--- src/rtl/i2c_regport_pkg.sv ---
package i2c_regport_pkg;

   typedef enum logic [3:0] {
      ST_IDLE,
      ST_ADDR,
      ST_ADDR_ACK,
      ST_SUB,
      ST_SUB_ACK,
      ST_WDATA,
      ST_WDATA_ACK,
      ST_RDATA,
      ST_RDATA_ACK
   } xfer_st_e;

   typedef struct packed {
      logic scl_rise;
      logic scl_fall;
      logic start;
      logic stop;
      logic sda;
   } line_ev_t;

endpackage

--- src/rtl/i2c_line_sync.sv ---
module i2c_line_sync
   import i2c_regport_pkg::*;
#(
   parameter int SYNC_STAGES = 2
) (
   input  logic     clk,
   input  logic     rst_n,
   input  logic     scl_i,
   input  logic     sda_i,
   output line_ev_t ev
);

   if (SYNC_STAGES < 2) begin : g_bad_stages
      $error("i2c_line_sync: SYNC_STAGES must be at least 2");
   end

   logic [SYNC_STAGES-1:0] scl_pipe;
   logic [SYNC_STAGES-1:0] sda_pipe;
   logic                   scl_q;
   logic                   sda_q;
   logic                   scl_s;
   logic                   sda_s;

   always_ff @(posedge clk or negedge rst_n) begin
      if (!rst_n) begin
         scl_pipe <= '1;
         sda_pipe <= '1;
         scl_q    <= 1'b1;
         sda_q    <= 1'b1;
      end else begin
         scl_pipe <= {scl_pipe[SYNC_STAGES-2:0], scl_i};
         sda_pipe <= {sda_pipe[SYNC_STAGES-2:0], sda_i};
         scl_q    <= scl_s;
         sda_q    <= sda_s;
      end
   end

   assign scl_s = scl_pipe[SYNC_STAGES-1];
   assign sda_s = sda_pipe[SYNC_STAGES-1];

   always_comb begin
      ev.scl_rise = scl_s & ~scl_q;
      ev.scl_fall = ~scl_s & scl_q;
      ev.start    = scl_s & scl_q & sda_q & ~sda_s;
      ev.stop     = scl_s & scl_q & ~sda_q & sda_s;
      ev.sda      = sda_s;
   end

endmodule

--- src/rtl/i2c_subaddr_check.sv ---
module i2c_subaddr_check #(
   parameter int                 TOP_SUB  = 63,
   parameter logic [TOP_SUB:0]   RSV_MASK = '0
) (
   input  logic [7:0] sub,
   output logic       ok
);

   localparam int NREG    = TOP_SUB + 1;
   localparam bit HAS_RSV = |RSV_MASK;

   logic in_range;
   assign in_range = (sub <= 8'(TOP_SUB));

   if (HAS_RSV) begin : g_masked
      logic [NREG-1:0] hit;
      for (genvar i = 0; i < NREG; i++) begin : g_hit
         assign hit[i] = RSV_MASK[i] && (sub == 8'(i));
      end
      assign ok = in_range && !(|hit);
   end else begin : g_plain
      assign ok = in_range;
   end

endmodule

--- src/rtl/i2c_slave_fsm.sv ---
module i2c_slave_fsm
   import i2c_regport_pkg::*;
#(
   parameter int         TOP_SUB   = 63,
   parameter logic [5:0] DEV_ID_HI = 6'b110101,
   parameter int         AW        = 6
) (
   input  logic          clk,
   input  logic          rst_n,
   input  line_ev_t      ev,
   input  logic          addr_strap,
   input  logic          sub_ok,
   output logic [7:0]    sub_cand,
   output logic          sda_oe,
   output logic          reg_wr,
   output logic [AW-1:0] reg_addr,
   output logic [7:0]    reg_wdata,
   input  logic [7:0]    reg_rdata
);

   localparam logic [7:0] TOP_IDX = 8'(TOP_SUB);

   xfer_st_e   st;
   logic [7:0] shreg;
   logic [7:0] rbuf;
   logic [7:0] ptr;
   logic [3:0] cnt;
   logic       rw;
   logic       over;
   logic       rx_phase;
   logic [2:0] bit_sel;

   assign rx_phase = (st == ST_ADDR) || (st == ST_SUB) || (st == ST_WDATA);
   assign bit_sel  = 3'd7 - cnt[2:0];
   assign sub_cand = (st == ST_SUB) ? shreg : ptr;
   assign reg_addr = ptr[AW-1:0];

   always_ff @(posedge clk or negedge rst_n) begin
      if (!rst_n) begin
         st        <= ST_IDLE;
         shreg     <= '0;
         rbuf      <= '0;
         ptr       <= '0;
         cnt       <= '0;
         rw        <= 1'b0;
         over      <= 1'b0;
         sda_oe    <= 1'b0;
         reg_wr    <= 1'b0;
         reg_wdata <= '0;
      end else begin
         reg_wr <= 1'b0;
         if (ev.start) begin
            st     <= ST_ADDR;
            cnt    <= '0;
            sda_oe <= 1'b0;
         end else if (ev.stop) begin
            st     <= ST_IDLE;
            sda_oe <= 1'b0;
         end else begin
            if (ev.scl_rise && rx_phase) begin
               shreg <= {shreg[6:0], ev.sda};
               cnt   <= cnt + 4'd1;
            end
            if (ev.scl_rise && st == ST_RDATA) begin
               cnt <= cnt + 4'd1;
            end
            if (ev.scl_rise && st == ST_RDATA_ACK) begin
               if (ev.sda) begin
                  st <= ST_IDLE;
               end else if (ptr != TOP_IDX) begin
                  ptr <= ptr + 8'd1;
               end
            end
            if (ev.scl_fall) begin
               unique case (st)
                  ST_ADDR: if (cnt == 4'd8) begin
                     if (shreg[7:1] == {DEV_ID_HI, addr_strap}) begin
                        rw     <= shreg[0];
                        sda_oe <= 1'b1;
                        st     <= ST_ADDR_ACK;
                     end else begin
                        st <= ST_IDLE;
                     end
                  end
                  ST_ADDR_ACK: begin
                     cnt <= '0;
                     if (rw) begin
                        rbuf   <= reg_rdata;
                        sda_oe <= ~reg_rdata[7];
                        st     <= ST_RDATA;
                     end else begin
                        sda_oe <= 1'b0;
                        st     <= ST_SUB;
                     end
                  end
                  ST_SUB: if (cnt == 4'd8) begin
                     if (sub_ok) begin
                        ptr    <= shreg;
                        over   <= 1'b0;
                        sda_oe <= 1'b1;
                        st     <= ST_SUB_ACK;
                     end else begin
                        st <= ST_IDLE;
                     end
                  end
                  ST_SUB_ACK: begin
                     sda_oe <= 1'b0;
                     cnt    <= '0;
                     st     <= ST_WDATA;
                  end
                  ST_WDATA: if (cnt == 4'd8) begin
                     if (sub_ok && !over) begin
                        reg_wr    <= 1'b1;
                        reg_wdata <= shreg;
                        sda_oe    <= 1'b1;
                        st        <= ST_WDATA_ACK;
                     end else begin
                        st <= ST_IDLE;
                     end
                  end
                  ST_WDATA_ACK: begin
                     sda_oe <= 1'b0;
                     cnt    <= '0;
                     st     <= ST_WDATA;
                     if (ptr == TOP_IDX) over <= 1'b1;
                     else                ptr  <= ptr + 8'd1;
                  end
                  ST_RDATA: begin
                     if (cnt == 4'd8) begin
                        sda_oe <= 1'b0;
                        st     <= ST_RDATA_ACK;
                     end else begin
                        sda_oe <= ~rbuf[bit_sel];
                     end
                  end
                  ST_RDATA_ACK: begin
                     cnt    <= '0;
                     rbuf   <= reg_rdata;
                     sda_oe <= ~reg_rdata[7];
                     st     <= ST_RDATA;
                  end
                  default: ;
               endcase
            end
         end
      end
   end

endmodule

--- src/rtl/i2c_regport.sv ---
module i2c_regport
   import i2c_regport_pkg::*;
#(
   parameter int               TOP_SUB     = 63,
   parameter logic [TOP_SUB:0] RSV_MASK    = 64'h0001_0000_0000_0000,
   parameter logic [5:0]       DEV_ID_HI   = 6'b110101,
   parameter int               SYNC_STAGES = 2,
   localparam int              AW          = (TOP_SUB > 0) ? $clog2(TOP_SUB + 1) : 1
) (
   input  logic          clk,
   input  logic          rst_n,
   input  logic          scl_i,
   input  logic          sda_i,
   input  logic          addr_strap,
   output logic          sda_oe,
   output logic          reg_wr,
   output logic [AW-1:0] reg_addr,
   output logic [7:0]    reg_wdata,
   input  logic [7:0]    reg_rdata
);

   if (TOP_SUB < 1 || TOP_SUB > 255) begin : g_bad_top
      $error("i2c_regport: TOP_SUB must lie in 1..255");
   end

   line_ev_t   line_ev;
   logic [7:0] sub_cand;
   logic       sub_ok;

   i2c_line_sync #(
      .SYNC_STAGES(SYNC_STAGES)
   ) u_sync (
      .clk   (clk),
      .rst_n (rst_n),
      .scl_i (scl_i),
      .sda_i (sda_i),
      .ev    (line_ev)
   );

   i2c_subaddr_check #(
      .TOP_SUB (TOP_SUB),
      .RSV_MASK(RSV_MASK)
   ) u_subchk (
      .sub (sub_cand),
      .ok  (sub_ok)
   );

   i2c_slave_fsm #(
      .TOP_SUB  (TOP_SUB),
      .DEV_ID_HI(DEV_ID_HI),
      .AW       (AW)
   ) u_fsm (
      .clk       (clk),
      .rst_n     (rst_n),
      .ev        (line_ev),
      .addr_strap(addr_strap),
      .sub_ok    (sub_ok),
      .sub_cand  (sub_cand),
      .sda_oe    (sda_oe),
      .reg_wr    (reg_wr),
      .reg_addr  (reg_addr),
      .reg_wdata (reg_wdata),
      .reg_rdata (reg_rdata)
   );

endmodule

--- config.mk ---
export PLATFORM = sky130hd
export DESIGN_NAME = i2c_regport
export DESIGN_NICKNAME = d
export VERILOG_FILES = /design/src/rtl/i2c_regport_pkg.sv /design/src/rtl/i2c_line_sync.sv /design/src/rtl/i2c_subaddr_check.sv /design/src/rtl/i2c_slave_fsm.sv /design/src/rtl/i2c_regport.sv
export SDC_FILE = /design/constraint.sdc
export NUM_CORES = 1
export LEC_CHECK = 0
export ABC_AREA = 1
export CORE_ASPECT_RATIO = 0.75
export CORE_MARGIN = 8
export CORE_UTILIZATION = 55
export CTS_CLUSTER_DIAMETER = 60
export DETAILED_ROUTE_END_ITERATION = 10
export GPL_TIMING_DRIVEN = 0
export HOLD_SLACK_MARGIN = 0.15
export MAX_ROUTING_LAYER = met4
export PLACE_DENSITY_LB_ADDON = 0.08
export SLEW_MARGIN = 20
export SYNTH_ARGS = -nofsm -noshare
export SYNTH_HDL_FRONTEND = slang
export SYNTH_SLANG_ARGS = --single-unit
--- constraint.sdc ---
create_clock -name clk -period 5.27 [get_ports clk]
set_input_delay 1.581 -clock clk [delete_from_list [all_inputs] [get_ports clk]]
set_output_delay 1.581 -clock clk [all_outputs]
set_load 0.02 [all_outputs]
# Yosys cells after proc, flatten, opt, wreduce, memory -nomap -nowiden
# Index checks and enable logic that the tools add are counted.
[word_totals] elab_cells=135 output_inout_bits=16 regBits=50 in_bits=13
[classes] mux=55 reduce_logical=22 bitwise_logic=15 n_addsub=3 magnitude_cmp=2 n_eq_ne=24
[ops] cell="8-bit two-way mux" n=9
[ops] cell="4-bit two-way mux" n=15
[ops] cell="8-bit case mux with 2 select lines" n=2
[ops] cell="4-bit case mux with 7 select lines" n=1
[ops] cell="1-bit two-way mux" n=21
[ops] cell="4-bit != test, second input constant" n=5
[ops] cell="4-bit by 3-bit == test with 1-bit output, second input constant" n=4
[ops] cell="8-bit by 6-bit == test with 1-bit output, second input constant" n=2
[ops] cell="6-bit AND reduction" n=2
[ops] cell="3-bit two-way mux" n=3
[ops] cell="9-bit nonzero test" n=1
[ops] cell="8-bit by 1-bit adder with 8-bit output, second input constant" n=1
[ops] cell="4-bit by 2-bit == test with 1-bit output, second input constant" n=2
[ops] cell="4-bit == test, second input constant" n=2
[ops] cell="8-bit by 6-bit less-or-equal comparator with 1-bit output, second input constant" n=1
[ops] cell="2-bit by 1-bit != test with 1-bit output, second input constant" n=4
[ops] cell="8-bit by 6-bit != test with 1-bit output, second input constant" n=1
[ops] cell="1-bit inverter" n=8
[ops] cell="8-bit AND reduction" n=1
[ops] cell="1-bit AND" n=7
[ops] cell="7-bit == test" n=1
[ops] cell="1-bit case mux with 7 select lines" n=1
[ops] cell="7-bit AND reduction" n=1
[ops] cell="1-bit logical AND" n=5
[ops] cell="18 further kinds" n=21

# Logic depth before layout (Yosys ltp)
# Gate-level depths: netlist of run 1.
[logic_depth] ltp_word=12 mapped_depth=13 ltp_nobuf=12

# Modules after synthesis
# Synthesis of run 1 repeated with hierarchy kept, for this count alone.
[unflattened] cells_unflattened=446 hier_area_um2=3254.4
[by_module_without_submodules] mod="i2c_slave_fsm" n_inst=1 seq_area_each_um2=1101.1 area_per_inst_um2=3014.1 cells_per_inst=420
[by_module_without_submodules] mod="i2c_line_sync" n_inst=1 seq_area_each_um2=157.7 area_per_inst_um2=206.4 cells_per_inst=18
[by_module_without_submodules] mod="i2c_subaddr_check" n_inst=1 seq_area_each_um2=0.0 area_per_inst_um2=33.8 cells_per_inst=8

# Least setup slack after synthesis of run 1
# OpenSTA, ideal clock, no wires.
[synth_path] path_kind="input -> register" startpoint="input addr_strap" endpoint="register u_fsm.rw" path_stages=7 n_path_buf=0 t_arrival_ps=2202 setup_slack_ps=2948 setup_ps=120 t_required_ps=5150 path_cell_list="nand2_1 > nand2_1 > nor2_1 > nand3_1 > nand3b_1 > o21ai_0 > inv_1"
[synth_between] elab_chain_len=2
[synth_lines] item="start, declared" line="i2c_regport.sv:14" rtl="input logic addr_strap,"
[synth_lines] item="7-bit == test" line="i2c_slave_fsm.sv:77" rtl="if (shreg[7:1] == {DEV_ID_HI, addr_strap}) begin"
[synth_lines] item="6-bit AND reduction (no line)"
[synth_lines] item="end signal, assigned" line="i2c_slave_fsm.sv:78" rtl="rw <= shreg[0];"
[synth_lines] item="end, declared" line="i2c_slave_fsm.sv:28" rtl="logic rw;"
# Every way passes these cells.
# A chain may end at the register's enable or synchronous reset.

# Worst setup path in the final report of run 1
[layout_path] startpoint="register u_fsm.ptr[0]" endpoint="output reg_addr[0]"
[layout_rtl] item="start, declared" line="i2c_slave_fsm.sv:26" rtl="logic [7:0] ptr;"
[layout_rtl] item="start signal, assigned" line="i2c_slave_fsm.sv:71" rtl="ptr <= ptr + 8'd1;"
[layout_rtl] item="start signal, assigned" line="i2c_slave_fsm.sv:98" rtl="ptr <= shreg;"
[layout_rtl] item="start signal, assigned" line="i2c_slave_fsm.sv:126" rtl="else ptr <= ptr + 8'd1;"
[layout_rtl] item="end, declared" line="i2c_regport.sv:17" rtl="output logic [AW-1:0] reg_addr,"
# No word-level cell between the ends.

==> results of run 1 <==
-- flip-flops by register name, indices dropped and copies added, names as in the netlist, 2 cells and up --
name / cells
u_fsm.cnt: 4
u_sync.sda_pipe: 2
u_fsm.reg_wdata: 8
u_sync.scl_pipe: 2
u_fsm.rbuf: 8
u_fsm.st: 4
u_fsm.ptr: 8
u_fsm.shreg: 8
-- per-layer routing --
metal	GRT usage (%)	share of wire [%]	vias to the layer above
met2	26.0	40	95
met4	4.67	1.4	0
met3	4.18	7.0	13
met5	-	0	-
li1	-	-	1402
met1	28.5	52	1259
-- cells by family (layout without fill, tap and decap cells) --
group | Yosys count | count (layout) | synth area share [%]
AND/OR/NAND/NOR | 239 | 239 | 35.8
buffers and inverters | 67 | 104 | 9.43
AO/OA/AOI/OAI | 53 | 53 | 9.87
flip-flops | 50 | 50 | 40.9
XOR/XNOR | 6 | 6 | 1.71
adder cells (fa/ha/maj) | 3 | 3 | 1.22
multiplexers | 3 | 3 | 1.10
-- layout make-up --
class	instances	share of cell area (%)
buffer	12	2.34
clock buffer	5	1.92
sequential	50	35.1
tap	75	2.62
timing repair buffer	29	8.23
multi-input combinational	304	42.7
clock inverter	3	1.36
inverter	55	5.76
-- power groups by stage --
stage	sequential (mW)	clock [mW]	combinational (mW)
3_3_place_gp	0.564	0	0.486
5_1_grt	0.572	0.311	0.562
6_report	0.562	0.286	0.502
4_1_cts	0.559	0.290	0.499
3_5_place_dp	0.566	0	0.497
2_1_floorplan	0.547	0	0.367
-- stage by stage --
step,instances,setup WS (ns),hold slack [ns],utilization (%)
after detailed placement,525,2.31,0.349,64.5
after global placement,524,1.16,0.347,64.2
after global routing,533,2.07,0.366,66.6
after CTS,533,2.14,0.364,66.6
after floorplan,421,2.95,0.345,-
final,533,2.13,0.362,66.6
-- final timing paths --
path                                      end  depth (start not counted)  slack [ns]               start
setup / recovery                  reg_addr[0]                          2        2.13        u_fsm.ptr[0]
setup reg to reg                 u_fsm.ptr[4]                         11        3.11        u_fsm.cnt[0]
hold reg to reg            u_sync.sda_pipe[1]                          0        0.36  u_sync.sda_pipe[0]
max in group asynchronous  u_fsm.reg_wdata[7]                          2        3.56               rst_n
min in group asynchronous         u_fsm.st[3]                          1        1.19               rst_n
hold / removal             u_sync.sda_pipe[1]                          0        0.36  u_sync.sda_pipe[0]
-- placed cells by master, fill, tap and decap left out, types with 2 or more instances in the layout --
cell / synthesis / layout
o21ai_1: 2 / 2
nor2_1: 37 / 37
clkbuf_8: 0 / 5
nand4_1: 5 / 5
clkdlybuf4s50_1: 0 / 27
buf_4: 7 / 7
dfstp_2: 6 / 6
o21ai_0: 24 / 24
a21oi_1: 13 / 13
mux2_2: 3 / 3
buf_2: 4 / 5
nand3_4: 3 / 3
o21ai_2: 7 / 7
nand3_1: 37 / 37
nand2_1: 137 / 137
xor2_1: 5 / 5
nand2_2: 3 / 3
o22ai_1: 3 / 3
nand2_4: 2 / 2
dfrtp_1: 44 / 44
nor3_1: 7 / 7
nor2_4: 5 / 5
ha_1: 3 / 3
inv_1: 54 / 54
-- worst register-to-register path, delay by kind of cell (launching register included) --
kind / cells / cell delay (ns)
adder cells (fa/ha/maj): 1 / 0.19
buffers and inverters: 3 / 0.70
flip-flops: 1 / 0.48
AND/OR/NAND/NOR: 7 / 0.72
==> results by group, run 1 <==
Pwr
  – Sw Ratio: 40.6%
  – Psw: 548 uW
  – Final Power: 1.35 mW
  – Seq pwr share: 41.6%
  – Clock share of power: 21.2%
  – Gate power share: 37.2%
  – Power Internal: 801 uW
  – Static Leak: 1.82 nW
  – PwrDens: 376 nW/um^2
  – Peak supply drop: 0.000184 V

Final layout
  – Fillcell total: 491
  – Finished Cell Area: 3590 um^2
  – Storage cell area: 1260 um^2
  – Final net count: 473
  – Area of the multi-input gates: 1530 um^2
  – Proportion of layout cells with a drive suffix above 1: 11.8%
  – Synthesis-to-layout area growth: 16.5%
  – ANT cells: 0

STA
  – Setup tns final: 0 ns
  – Final Hold Viols: 0
  – Fmax achieved: 319 MHz
  – Slew of the pin with the lowest slew margin: 0.543 ns
  – Part of the cycle the worst path needs: 59.5%
  – Max-slew violations: 0
  – Layout Skew: 0.00932 ns
  – Final setup vio count: 0
  – RSZ-0062 raised after global routing: false
  – Post-layout min period: 3.14 ns
  – Max-slew headroom: 63.6%

Placement
  – Port Buffer Count: 28
  – Final GP Congestion: 0.957
  – Placed Area: 3470 um^2
  – Final HPWL DP: 5.78 mm

Global routing
  – Initial antenna violation count: 0
  – GRT Overall Usage: 19.3%
  – Vias in the first global route: 2487
  – Largest net degree at the start of global routing: 33
  – Grt total ovfl: 0
  – First-pass GRT wire length: 12.2 mm

Outcome
  – Status: complete, no violations

Critical path
  – Worst setup SP type: flip-flop
  – Worst path arrival time: 1.55 ns
  – Top Family by Delay on Critical Path: buffers and inverters
  – Crit-path slowest cell: clkdlybuf4s50_1
  – Setup crit end kind: primary output
  – Critical path fanouts, max: 7
  – CP bufs+invs: 2
  – Max stage delay on crit path: 0.59 ns
  – Crit path cell chain: buf_4 -> clkdlybuf4s50_1
  – Critical path required time: 3.69 ns
  – Worst Path Class, Setup: flip-flop to primary output

Logic synthesis
  – EDFF count, synth: 0
  – Post-synthesis sequential area ratio: 40.9%
  – #FFs+latches synth: 50
  – Commonest cells post-synth: nand2_1 (137), inv_1 (54), dfrtp_1 (44)
  – Synth Flop Type: dfrtp_1
  – Async SR Flop Fraction: 100%
  – Synth warnings: 0
  – Netlist cell types: 32
  – Synthesized instance count: 421
  – Post-Syn Area: 3080 um^2
  – Leading area contributor after synthesis: dfrtp_1
  – Synth area leaders: dfrtp_1 (36%), nand2_1 (17%), inv_1 (6.6%)
  – Dominant cell by count in the synthesized netlist: nand2_1
  – Synth top area share: 35.8%
  – Syn Nets: 437
  – Post-Syn Area per Cell: 7.31 um^2

Floorplanning
  – DIE WIDTH: 102 um
  – DIE AREA: 8270 um^2
  – IO Count: 29
  – Initial core utilization: 57.2%
  – Row count: 23
  – Core area: 5380 um^2
  – Chip height: 80.8 um

Clock network
  – Root Buffer: clkbuf_8
  – Worst skew pair latency: 0.32 ns
  – Clk slew on worst S/H paths: 0.10 ns
  – H-tree levels: 2
  – CTS Hold Buffers Added: 0
  – Clk buf depth: 2
  – CTS Buf Count: 5
  – Post-CTS Repair Setup Buffers: 0
  – Post-CTS sizing: 0
  – CTS tree: done
  – TritonCTS sink count: 50

Route
  – DR pass1 iterations: 5
  – Vias per Instance: 5.20
  – WL/cell: 14.0 um
  – DRC: 0
  – Post-DRT Antenna Nets: 0
  – Routed WL: 7.45 mm
  – 1st-iter DRT viols: 173
  – Vias: 2769

Flow run
  – Maxcap violations: 0

Worst hold path
  – Hold Path Class: flip-flop to flip-flop
Power figures use the tool's default switching activity.
==> run 2, diff against run 1 <==
==> constraint.sdc (replaced) <==
create_clock -name clk -period 3 [get_ports clk]
set_input_delay 0.9 -clock clk [delete_from_list [all_inputs] [get_ports clk]]
set_output_delay 0.9 -clock clk [all_outputs]
set_load 0.02 [all_outputs]
==> results of run 2 <==
The final DEF is identical to that of run 1. Status: complete, no violations.
Main changes from that run: setup slack after placement 2.31 ns -> 0.722 ns; setup slack after layout 2.13 ns -> 0.545 ns; register-to-register setup slack 3.11 ns -> 0.84 ns; total power 1.35 mW -> 2.37 mW; worst IR drop on VDD 0.000184 V -> 0.000323 V
==> run 3, diff against run 2 <==
==> constraint.sdc (replaced) <==
create_clock -name clk -period 2.3 [get_ports clk]
set_input_delay 0.69 -clock clk [delete_from_list [all_inputs] [get_ports clk]]
set_output_delay 0.69 -clock clk [all_outputs]
set_load 0.02 [all_outputs]
==> results by group, run 3 (synthesis results as in run 1) <==
STA
  – Post-layout min period: 2.21 ns
  – Fmax achieved: 453 MHz
  – Slew of the pin with the lowest slew margin: 0.542 ns (-0.000191 ns)
  – RSZ-0062 raised after global routing: false
  – Part of the cycle the worst path needs: 95.9%
  – Max-slew violations: 0 (unchanged)
  – Layout Skew: 0.00933 ns (+0.00000905 ns)
  – Final setup vio count: 0 (unchanged)
  – Final setup margin: 0.0942 ns
  – Max-slew headroom: 63.6% (about the same)
  – Final Hold Viols: 0 (unchanged)

Route
  – WL/cell: 14.0 um (about the same)
  – 1st-iter DRT viols: 173 (unchanged)
  – Post-DRT Antenna Nets: 0 (unchanged)
  – Vias: 2775 (+0.22%)
  – DR pass1 iterations: 5 (unchanged)
  – Routed WL: 7.46 mm (about the same)
  – DRC: 0 (unchanged)
  – Vias per Instance: 5.21 (+0.22%)

Critical path
  – Worst path arrival time: 1.52 ns (-0.03 ns)
  – Critical path required time: 1.61 ns
  – Crit path cell chain: buf_4 -> clkdlybuf4s50_1
  – Crit-path slowest cell: clkdlybuf4s50_1
  – Worst setup SP type: flip-flop
  – Critical path fanouts, max: 7 (unchanged)
  – Max stage delay on crit path: 0.59 ns (about the same)
  – Setup crit end kind: primary output
  – Worst Path Class, Setup: flip-flop to primary output

Global routing
  – GRT Overall Usage: 19.3% (unchanged)
  – First-pass GRT wire length: 12.2 mm (unchanged)
  – Initial antenna violation count: 0 (unchanged)
  – Largest net degree at the start of global routing: 33 (unchanged)
  – Vias in the first global route: 2487 (unchanged)
  – Grt total ovfl: 0 (unchanged)

Worst hold path
  – Hold Path Class: primary input to async pin

Clock network
  – Clk slew on worst S/H paths: 0.10 ns (about the same)
  – Worst skew pair latency: 0.32 ns (about the same)
  – Clk buf depth: 2 (unchanged)
  – TritonCTS sink count: 50 (unchanged)
  – CTS tree: done
  – CTS Buf Count: 5 (unchanged)
  – Root Buffer: clkbuf_8
  – H-tree levels: 2 (unchanged)

Pwr
  – PwrDens: 862 nW/um^2
  – Final Power: 3.09 mW
  – Static Leak: 1.81 nW (-0.31%)
  – Peak supply drop: 0.000419 V

Final layout
  – Final net count: 473 (unchanged)
  – Storage cell area: 1260 um^2 (+0.20%)
  – Fillcell total: 490 (-0.20%)
  – Most frequent cells in the layout: nand2_1 (137), inv_1 (53), dfrtp_1 (42)
  – Synthesis-to-layout area growth: 16.5% (about the same)
  – Area of the multi-input gates: 1530 um^2 (unchanged)
  – Leading cell type in the layout, fill and taps excluded: nand2_1
  – Proportion of layout cells with a drive suffix above 1: 12.4% (+0.66 points)
  – Final Non-Filler Cells: 533 (unchanged)
  – ANT cells: 0 (unchanged)

Placement
  – Placed insts: 525 (unchanged)
  – Final GP Congestion: 0.957 (unchanged)
  – DP Worst Slack: 0.217 ns
  – Final HPWL DP: 5.78 mm (unchanged)
  – Port Buffer Count: 28 (unchanged)

Floorplanning
  – Chip height: 80.8 um (unchanged)
  – IO Count: 29 (unchanged)
  – DIE WIDTH: 102 um (unchanged)
  – Initial core utilization: 57.2% (unchanged)
  – DIE AREA: 8270 um^2 (unchanged)
  – Row count: 23 (unchanged)
  – Core area: 5380 um^2 (unchanged)

Outcome
  – Status: complete, no violations

Flow run
  – Maxcap violations: 0 (unchanged)
-- run 3: through the flow --
stage	instance area (um^2)	util (%)	TNS (ns)	hold WS [ns]
after floorplan	3080	-	0	0.345
after global placement	3450	64.2	-42.51	0.347
after detailed placement	3470	64.5	0	0.349
after CTS	3590	66.6	0	0.313
after global routing	3590	66.7	0	0.327
final	3590	66.7	0	0.301
-- run 3: critical path, delay by kind of cell (launching register included) --
kind                   cells  cell delay (ns)
buffers and inverters      2             0.73
DFF                        1             0.47
-- run 3: what timing repair did --
item,in CTS,in global routing
hold buffers,0,0
resized for setup,0,3
buffers inserted,0,0
endpoints found under the setup margin,0,4
-- run 3: cell type report --
cell class	instances	area share [%]
plain buffers	12	2.34
clock buffers	5	1.92
clock inverters	3	1.36
inverters	55	5.75
multi-input cells	304	42.6
flip-flops and latches	50	35.1
well taps	75	2.62
repair buffers	29	8.23
-- run 3: metal layers --
metal  vias up  global-route usage [%]  share of wire [%]
li1       1402                       -                  -
met1      1266                    28.5                 52
met2        92                    26.0                 39
met3        15                    4.18                6.7
met4         0                    4.67                1.7
met5         -                       -                  0
-- run 3: path summary, 6_finish.rpt --
path	start	endpoint	slack, ns	cells past startpoint
max	u_fsm.ptr[2]	reg_addr[2]	0.09	2
min	rst_n	u_fsm.st[3]	0.30	1
max reg2reg	u_fsm.cnt[0]	u_fsm.ptr[4]	0.20	11
min reg2reg	u_sync.sda_pipe[0]	u_sync.sda_pipe[1]	0.36	0
max in group asynchronous	rst_n	u_fsm.reg_wdata[7]	1.48	2
min in group clk	u_sync.sda_pipe[0]	u_sync.sda_pipe[1]	0.36	0
-- run 3: power breakdown --
part | total, mW | switching (mW) | internal [mW]
registers | 1.29 | 0.194 | 1.09
logic | 1.15 | 0.740 | 0.412
clock network | 0.654 | 0.323 | 0.332
